`src/rtl/wdk_pkg.sv`:
```
package wdk_pkg;
  typedef enum logic {
    ST_IDLE  = 1'b0,
    ST_ARMED = 1'b1
  } wdk_state_e;

  localparam logic [1:0] LANE_FULL = 2'b11;
  localparam logic [1:0] LANE_HI   = 2'b10;
  localparam logic [1:0] LANE_LO   = 2'b01;
endpackage

```
`src/rtl/wdk_assemble.sv`:
```
module wdk_assemble
  import wdk_pkg::*;
#(
  parameter int DATA_W = 16
) (
  input  logic              clk,
  input  logic              rst,
  input  logic              wr_en,
  input  logic [1:0]        byte_en,
  input  logic [DATA_W-1:0] wr_data,
  input  logic              blocked,
  input  logic              flush,
  output logic              word_vld,
  output logic [DATA_W-1:0] word,
  output logic              order_err,
  output logic              pend
);
  localparam int HALF_W = DATA_W / 2;

  logic              pend_q;
  logic [HALF_W-1:0] hi_q;
  logic              set_hi;
  logic              acc;

  assign acc  = wr_en && !blocked;
  assign pend = pend_q;

  always_comb begin
    word_vld  = 1'b0;
    order_err = 1'b0;
    set_hi    = 1'b0;
    word      = wr_data;
    if (acc) begin
      case (byte_en)
        LANE_FULL: begin
          if (pend_q) order_err = 1'b1;
          else        word_vld  = 1'b1;
        end
        LANE_HI: begin
          if (pend_q) order_err = 1'b1;
          else        set_hi    = 1'b1;
        end
        LANE_LO: begin
          if (pend_q) begin
            word_vld = 1'b1;
            word     = {hi_q, wr_data[HALF_W-1:0]};
          end else begin
            order_err = 1'b1;
          end
        end
        default: ;
      endcase
    end
  end

  always_ff @(posedge clk) begin
    if (rst || flush || order_err || word_vld) pend_q <= 1'b0;
    else if (set_hi)                           pend_q <= 1'b1;
  end

  always_ff @(posedge clk) begin
    if (set_hi) hi_q <= wr_data[DATA_W-1:HALF_W];
  end

  // a pending half word is never held across a completed word
  p_pend_cleared_r3: assert property (@(posedge clk) disable iff (rst)
    (pend_q && word_vld) |=> !pend_q);
endmodule

```
`src/rtl/wdk_gap_timer.sv`:
```
module wdk_gap_timer #(
  parameter int GAP_MAX = 20
) (
  input  logic clk,
  input  logic rst,
  input  logic start,
  input  logic run,
  output logic expired
);
  localparam int CNT_W = $clog2(GAP_MAX + 1);
  localparam logic [CNT_W-1:0] LIMIT = CNT_W'(GAP_MAX);

  logic [CNT_W-1:0] cnt_q;

  always_ff @(posedge clk) begin
    if (rst || start)                cnt_q <= '0;
    else if (run && cnt_q != LIMIT)  cnt_q <= cnt_q + 1'b1;
  end

  assign expired = run && !start && (cnt_q == LIMIT);

  p_cnt_bound_r6: assert property (@(posedge clk) disable iff (rst)
    cnt_q <= LIMIT);
endmodule

```
`src/rtl/wdk_judge.sv`:
```
module wdk_judge
  import wdk_pkg::*;
#(
  parameter int              DATA_W   = 16,
  parameter logic [DATA_W-1:0] REF_KEY1 = 16'hA602,
  parameter logic [DATA_W-1:0] REF_KEY2 = 16'hB480,
  parameter logic [DATA_W-1:0] UNL_KEY1 = 16'h5A3C,
  parameter logic [DATA_W-1:0] UNL_KEY2 = 16'h96E1
) (
  input  logic              clk,
  input  logic              rst,
  input  logic              unlock_sel,
  input  logic              word_vld,
  input  logic [DATA_W-1:0] word,
  input  logic              order_err,
  input  logic              expired,
  output logic              start,
  output logic              armed,
  output logic              ok_pulse,
  output logic              err_pulse
);
  wdk_state_e        state_q, state_n;
  logic              ok_n, err_n;
  logic [DATA_W-1:0] key1, key2;

  assign key1  = unlock_sel ? UNL_KEY1 : REF_KEY1;
  assign key2  = unlock_sel ? UNL_KEY2 : REF_KEY2;
  assign armed = (state_q == ST_ARMED);

  always_comb begin
    state_n = state_q;
    ok_n    = 1'b0;
    err_n   = 1'b0;
    start   = 1'b0;
    case (state_q)
      ST_IDLE: begin
        if (order_err) begin
          err_n = 1'b1;
        end else if (word_vld) begin
          if (word == key1) begin
            state_n = ST_ARMED;
            start   = 1'b1;
          end else begin
            err_n = 1'b1;
          end
        end
      end
      ST_ARMED: begin
        if (expired || order_err) begin
          err_n   = 1'b1;
          state_n = ST_IDLE;
        end else if (word_vld) begin
          if (word == key2) ok_n  = 1'b1;
          else              err_n = 1'b1;
          state_n = ST_IDLE;
        end
      end
      default: state_n = ST_IDLE;
    endcase
  end

  always_ff @(posedge clk) begin
    if (rst) begin
      state_q   <= ST_IDLE;
      ok_pulse  <= 1'b0;
      err_pulse <= 1'b0;
    end else begin
      state_q   <= state_n;
      ok_pulse  <= ok_n;
      err_pulse <= err_n;
    end
  end

  p_pulse_to_idle_r11: assert property (@(posedge clk) disable iff (rst)
    (ok_pulse || err_pulse) |-> (state_q == ST_IDLE));
  p_ok_from_armed_r2: assert property (@(posedge clk) disable iff (rst)
    ok_pulse |-> $past(state_q == ST_ARMED));
endmodule

```
`src/rtl/wdk_seq_check.sv`:
```
module wdk_seq_check #(
  parameter int    DATA_W   = 16,
  parameter int    GAP_MAX  = 20,
  parameter logic [DATA_W-1:0] REF_KEY1 = 16'hA602,
  parameter logic [DATA_W-1:0] REF_KEY2 = 16'hB480,
  parameter logic [DATA_W-1:0] UNL_KEY1 = 16'h5A3C,
  parameter logic [DATA_W-1:0] UNL_KEY2 = 16'h96E1
) (
  input  logic              clk,
  input  logic              rst,
  input  logic              wr_en,
  input  logic [1:0]        byte_en,
  input  logic [DATA_W-1:0] wr_data,
  input  logic              blocked,
  input  logic              unlock_sel,
  output logic              ok_pulse,
  output logic              err_pulse
);
  logic              word_vld, order_err, pend;
  logic [DATA_W-1:0] word;
  logic              start, armed, expired;

  wdk_assemble #(.DATA_W(DATA_W)) u_asm (
    .clk(clk), .rst(rst), .wr_en(wr_en), .byte_en(byte_en),
    .wr_data(wr_data), .blocked(blocked), .flush(expired),
    .word_vld(word_vld), .word(word), .order_err(order_err), .pend(pend)
  );

  wdk_gap_timer #(.GAP_MAX(GAP_MAX)) u_gap (
    .clk(clk), .rst(rst), .start(start), .run(armed), .expired(expired)
  );

  wdk_judge #(
    .DATA_W(DATA_W), .REF_KEY1(REF_KEY1), .REF_KEY2(REF_KEY2),
    .UNL_KEY1(UNL_KEY1), .UNL_KEY2(UNL_KEY2)
  ) u_jdg (
    .clk(clk), .rst(rst), .unlock_sel(unlock_sel),
    .word_vld(word_vld), .word(word), .order_err(order_err),
    .expired(expired), .start(start), .armed(armed),
    .ok_pulse(ok_pulse), .err_pulse(err_pulse)
  );

  p_excl_r11: assert property (@(posedge clk) disable iff (rst)
    !(ok_pulse && err_pulse));
  p_ok_single_r11: assert property (@(posedge clk) disable iff (rst)
    ok_pulse |=> !ok_pulse);
  p_first_byte_quiet_r3: assert property (@(posedge clk) disable iff (rst)
    (!pend && wr_en && !blocked && byte_en == 2'b10 && !expired) |=> !err_pulse);
  p_blocked_idle_r9: assert property (@(posedge clk) disable iff (rst)
    (blocked && !armed) |=> (!ok_pulse && !err_pulse));
endmodule

```
`config.mk`:
```
export PLATFORM = sky130hd
export DESIGN_NAME = wdk_seq_check
export DESIGN_NICKNAME = d
export VERILOG_FILES = /design/src/rtl/wdk_pkg.sv /design/src/rtl/wdk_assemble.sv /design/src/rtl/wdk_gap_timer.sv /design/src/rtl/wdk_judge.sv /design/src/rtl/wdk_seq_check.sv
export SDC_FILE = /design/constraint.sdc
export NUM_CORES = 1
export LEC_CHECK = 0
export ABC_AREA = 1
export ABC_CLOCK_PERIOD_IN_PS = 2900
export BUFFER_PORTS_ARGS = -buffer_cell sky130_fd_sc_hd__buf_2
export CAP_MARGIN = 20
export CORE_MARGIN = 3
export CORE_UTILIZATION = 44
export CTS_BUF_LIST = sky130_fd_sc_hd__clkbuf_8
export DETAILED_ROUTE_END_ITERATION = 12
export PLACE_DENSITY = 0.66
export SLEW_MARGIN = 20
export SYNTH_ARGS = -nofsm -noshare
export SYNTH_HDL_FRONTEND = slang
export SYNTH_SLANG_ARGS = --single-unit
export TNS_END_PERCENT = 50
```
`constraint.sdc`:
```
create_clock -name clk -period 2.9 [get_ports clk]
set_input_delay 0.145 -clock clk [delete_from_list [all_inputs] [get_ports clk]]
set_output_delay 0.145 -clock clk [all_outputs]
set_load 0.01 [all_outputs]
```
==> out/metrics.cfg <==
[job]
cap_violations=0

[timing]
fin_ws_ns=1.17
setup_tns_ns=0
timing.fmax_mhz=577
min_period_ns=1.73
fin_crit_sh=0.598
finClkSkew_ns=0.000968
tightest_slew_ns=0.316
rsz0062_at_grt=false
hold_violations=0
setup_viol=0
slew_violations=0
worst_slew_margin_rel=0.789

[drt]
via_per_inst=4.66
num_vias=1071
finalWirelength_um=2330
ant_nets=0
wl_per_cell_um=10.1
drtIter0Drc=75
drc=0
dr.pass1.iters=4

[logic_synthesis]
syn-cell-area_sq_um=1140
netlist.area_leader.share=0.210
yosysWarnings=0
synthTopCellsByArea=edfxtp_1 (21%), nand2_1 (19%), dfxtp_1 (16%)
synth_nets=199
ys_seq_elements=17
avgSynthCellArea_sq_um=6.58
synth_cell_types=22
synth_seq_area_share=0.367
yosys_most_used_dff=dfxtp_1
synth_edf_count=8
yosys.area.top_type=edfxtp_1
netlist_instances=174
synthArstFlopShare=0

[cts]
clkSlewWorstSetupHoldPaths_ns=0.07
cts_inserted_buffers=3
tritoncts=done
cts_resized=0
cts_buffer_depth=2
cts_hold_buf=0
cts-htree-levels=1
post-cts-setup-buffers=0
root_buffer=clkbuf_8
worstSkewPairLatency_ns=0.25
clock_sinks=17

[global_routing]
grt_pass1_wl_um=4190
grt_remaining_overflow=0
antenna_found_initial=0
grt_pass1_vias=1025
grt_use_total=0.157
grt_start_max_net_pins=14

[pwr]
switching_share=0.246
vdd_ir_drop_max_mv=0.325
p_clk_frac=0.357
leakagePower_nw=0.698
comb_power_share=0.128
internal_power_mw=0.375
p_per_area_nw_per_um2=370
power.switching_mw=0.122
seqPwrFrac=0.514

[floorplanning]
initial_core_util=0.489
core_sq_um=2340
pin_count=25
dieArea_sq_um=3250
rows=17
die_w_um=57.0
chipHeight_um=57.0

[critical_path]
crit_path_end_kind=flop
cp.required_ns=3.05
cp.arrival_ns=1.88
crit_type=reg -> reg
crit_chain=nand2_2 -> nor2_4 -> nand2_1 -> nand2_1 -> nand2_1 -> nor2_2 -> nand2_1 -> nand2_2 -> nand4_2 -> nand2_2 -> nor2_1
path_delay_family=simple AND/OR/NAND/NOR gates
crit_path_frequent_cell=nand2_1
cp_slowest_cell=dfxtp_1
crit_buf_inv=0
startpoint_type=flop
max_stage_delay_ns=0.38
worstPathMaxFanout=13

[placed_design]
place.gp.congestion=0.827
dp.cells=226
pre_cts_ws_ns=1.17
place_hpwl_um=1890
port_buffers=24

[final_layout]
fin_cells=230
finalNetCount=228
syn2layout_area_growth_pct=17.3
drive_gt1_frac=0.193
diodes=0

[outcome]
outcome=finished clean

[worst_hold_path]
hold_class=in -> reg

-- cell type report --
type | instances | area [sq um]
Multi-Input combinational cell | 126 | 601
Inverter | 30 | 113
Clock buffer | 3 | 41.3
Tap cell | 28 | 35.0
Clock inverter | 1 | 5.00
Sequential cell | 17 | 420
Fill cell | 228 | 997
Timing Repair Buffer | 25 | 128
-- final timing paths --
kind / startpoint / endpoint / slack [ns] / cells after the start
setup reg to reg: u_asm.pend$_SDFFE_PP0P_ / u_gap.cnt_q[3]$_SDFFE_PP0P_ / 1.17 / 11
hold reg to reg: u_jdg.armed$_SDFF_PP0_ / u_jdg.ok_pulse$_SDFF_PP0_ / 0.51 / 2
hold / removal: rst / u_jdg.armed$_SDFF_PP0_ / 0.07 / 2
setup / recovery: u_asm.pend$_SDFFE_PP0P_ / u_gap.cnt_q[3]$_SDFFE_PP0P_ / 1.17 / 11
-- per-stage QoR --
step / area [sq um] / hold slack [ns] / utilization / total power [mW]
4_1_cts: 1340 / 0.0662 / 0.574 / 0.506
3_5_place_dp: 1300 / 0.335 / 0.554 / 0.325
6_report: 1340 / 0.0734 / 0.574 / 0.497
2_1_floorplan: 1140 / 0.214 / - / 0.297
5_1_grt: 1340 / 0.0725 / 0.574 / 0.526
3_3_place_gp: 1300 / 0.333 / 0.554 / 0.323
-- routing by layer --
layer,vias to the layer above,part of all wire,global-route usage
met5,-,0,0
li1,594,-,-
met4,0,0.0099,0.0530
met1,445,0.52,0.219
met2,28,0.42,0.238
met3,4,0.057,0.0362
-- power by group through the flow --
stage	clock [mW]	combinational, mW	sequential [mW]
final	0.178	0.0638	0.256
after global routing	0.196	0.0744	0.256
after CTS	0.187	0.0640	0.256
after detailed placement	0	0.0637	0.261
after global placement	0	0.0623	0.261
after floorplan	0	0.0359	0.261
-- flip-flops by register name (all words and copies together) (netlist names) --
register         cells
u_jdg.armed          1
u_asm.hi_q           8
u_jdg.err_pulse      1
u_asm.pend           1
u_gap.cnt_q          5
u_jdg.ok_pulse       1
-- synthesized netlist by cell type, types with 3 or more instances --
cell type	number
o21ai_0	4
edfxtp_1	8
nand3_1	6
xor2_1	4
dfxtp_1	9
nor4_1	3
a21oi_1	4
nand2_2	4
inv_1	30
nand4_1	4
nand2_1	59
nor2_1	26
-- kinds of logic after synthesis --
kind of cell	synth area share
xor+xnor	0.0306
flops	0.367
fa+ha+maj	0.0219
compound gates	0.0481
buf+inv	0.108
simple gates	0.424
-- cell usage in the layout (no fill, tap or decap), drive strengths merged, types with 4 or more instances in the layout --
cell type,synthesis,final
dfxtp,9,9
inv,30,30
o21ai,4,4
buf,1,25
edfxtp,8,8
nand2,64,64
xor2,4,4
a21oi,4,4
nor2,29,29
nand3,7,7
nand4,5,5
-- worst register-to-register path, cell delays in order, from the launching register on --
cell     delay [ns]
dfxtp_1        0.38
nand2_2        0.11
nor2_4         0.30
nand2_1        0.08
nand2_1        0.13
nand2_1        0.08
nor2_2         0.12
nand2_1        0.07
nand2_2        0.07
nand4_2        0.11
nand2_2        0.13
nor2_1         0.06
Note: power is estimated with default switching activity, not from simulation.
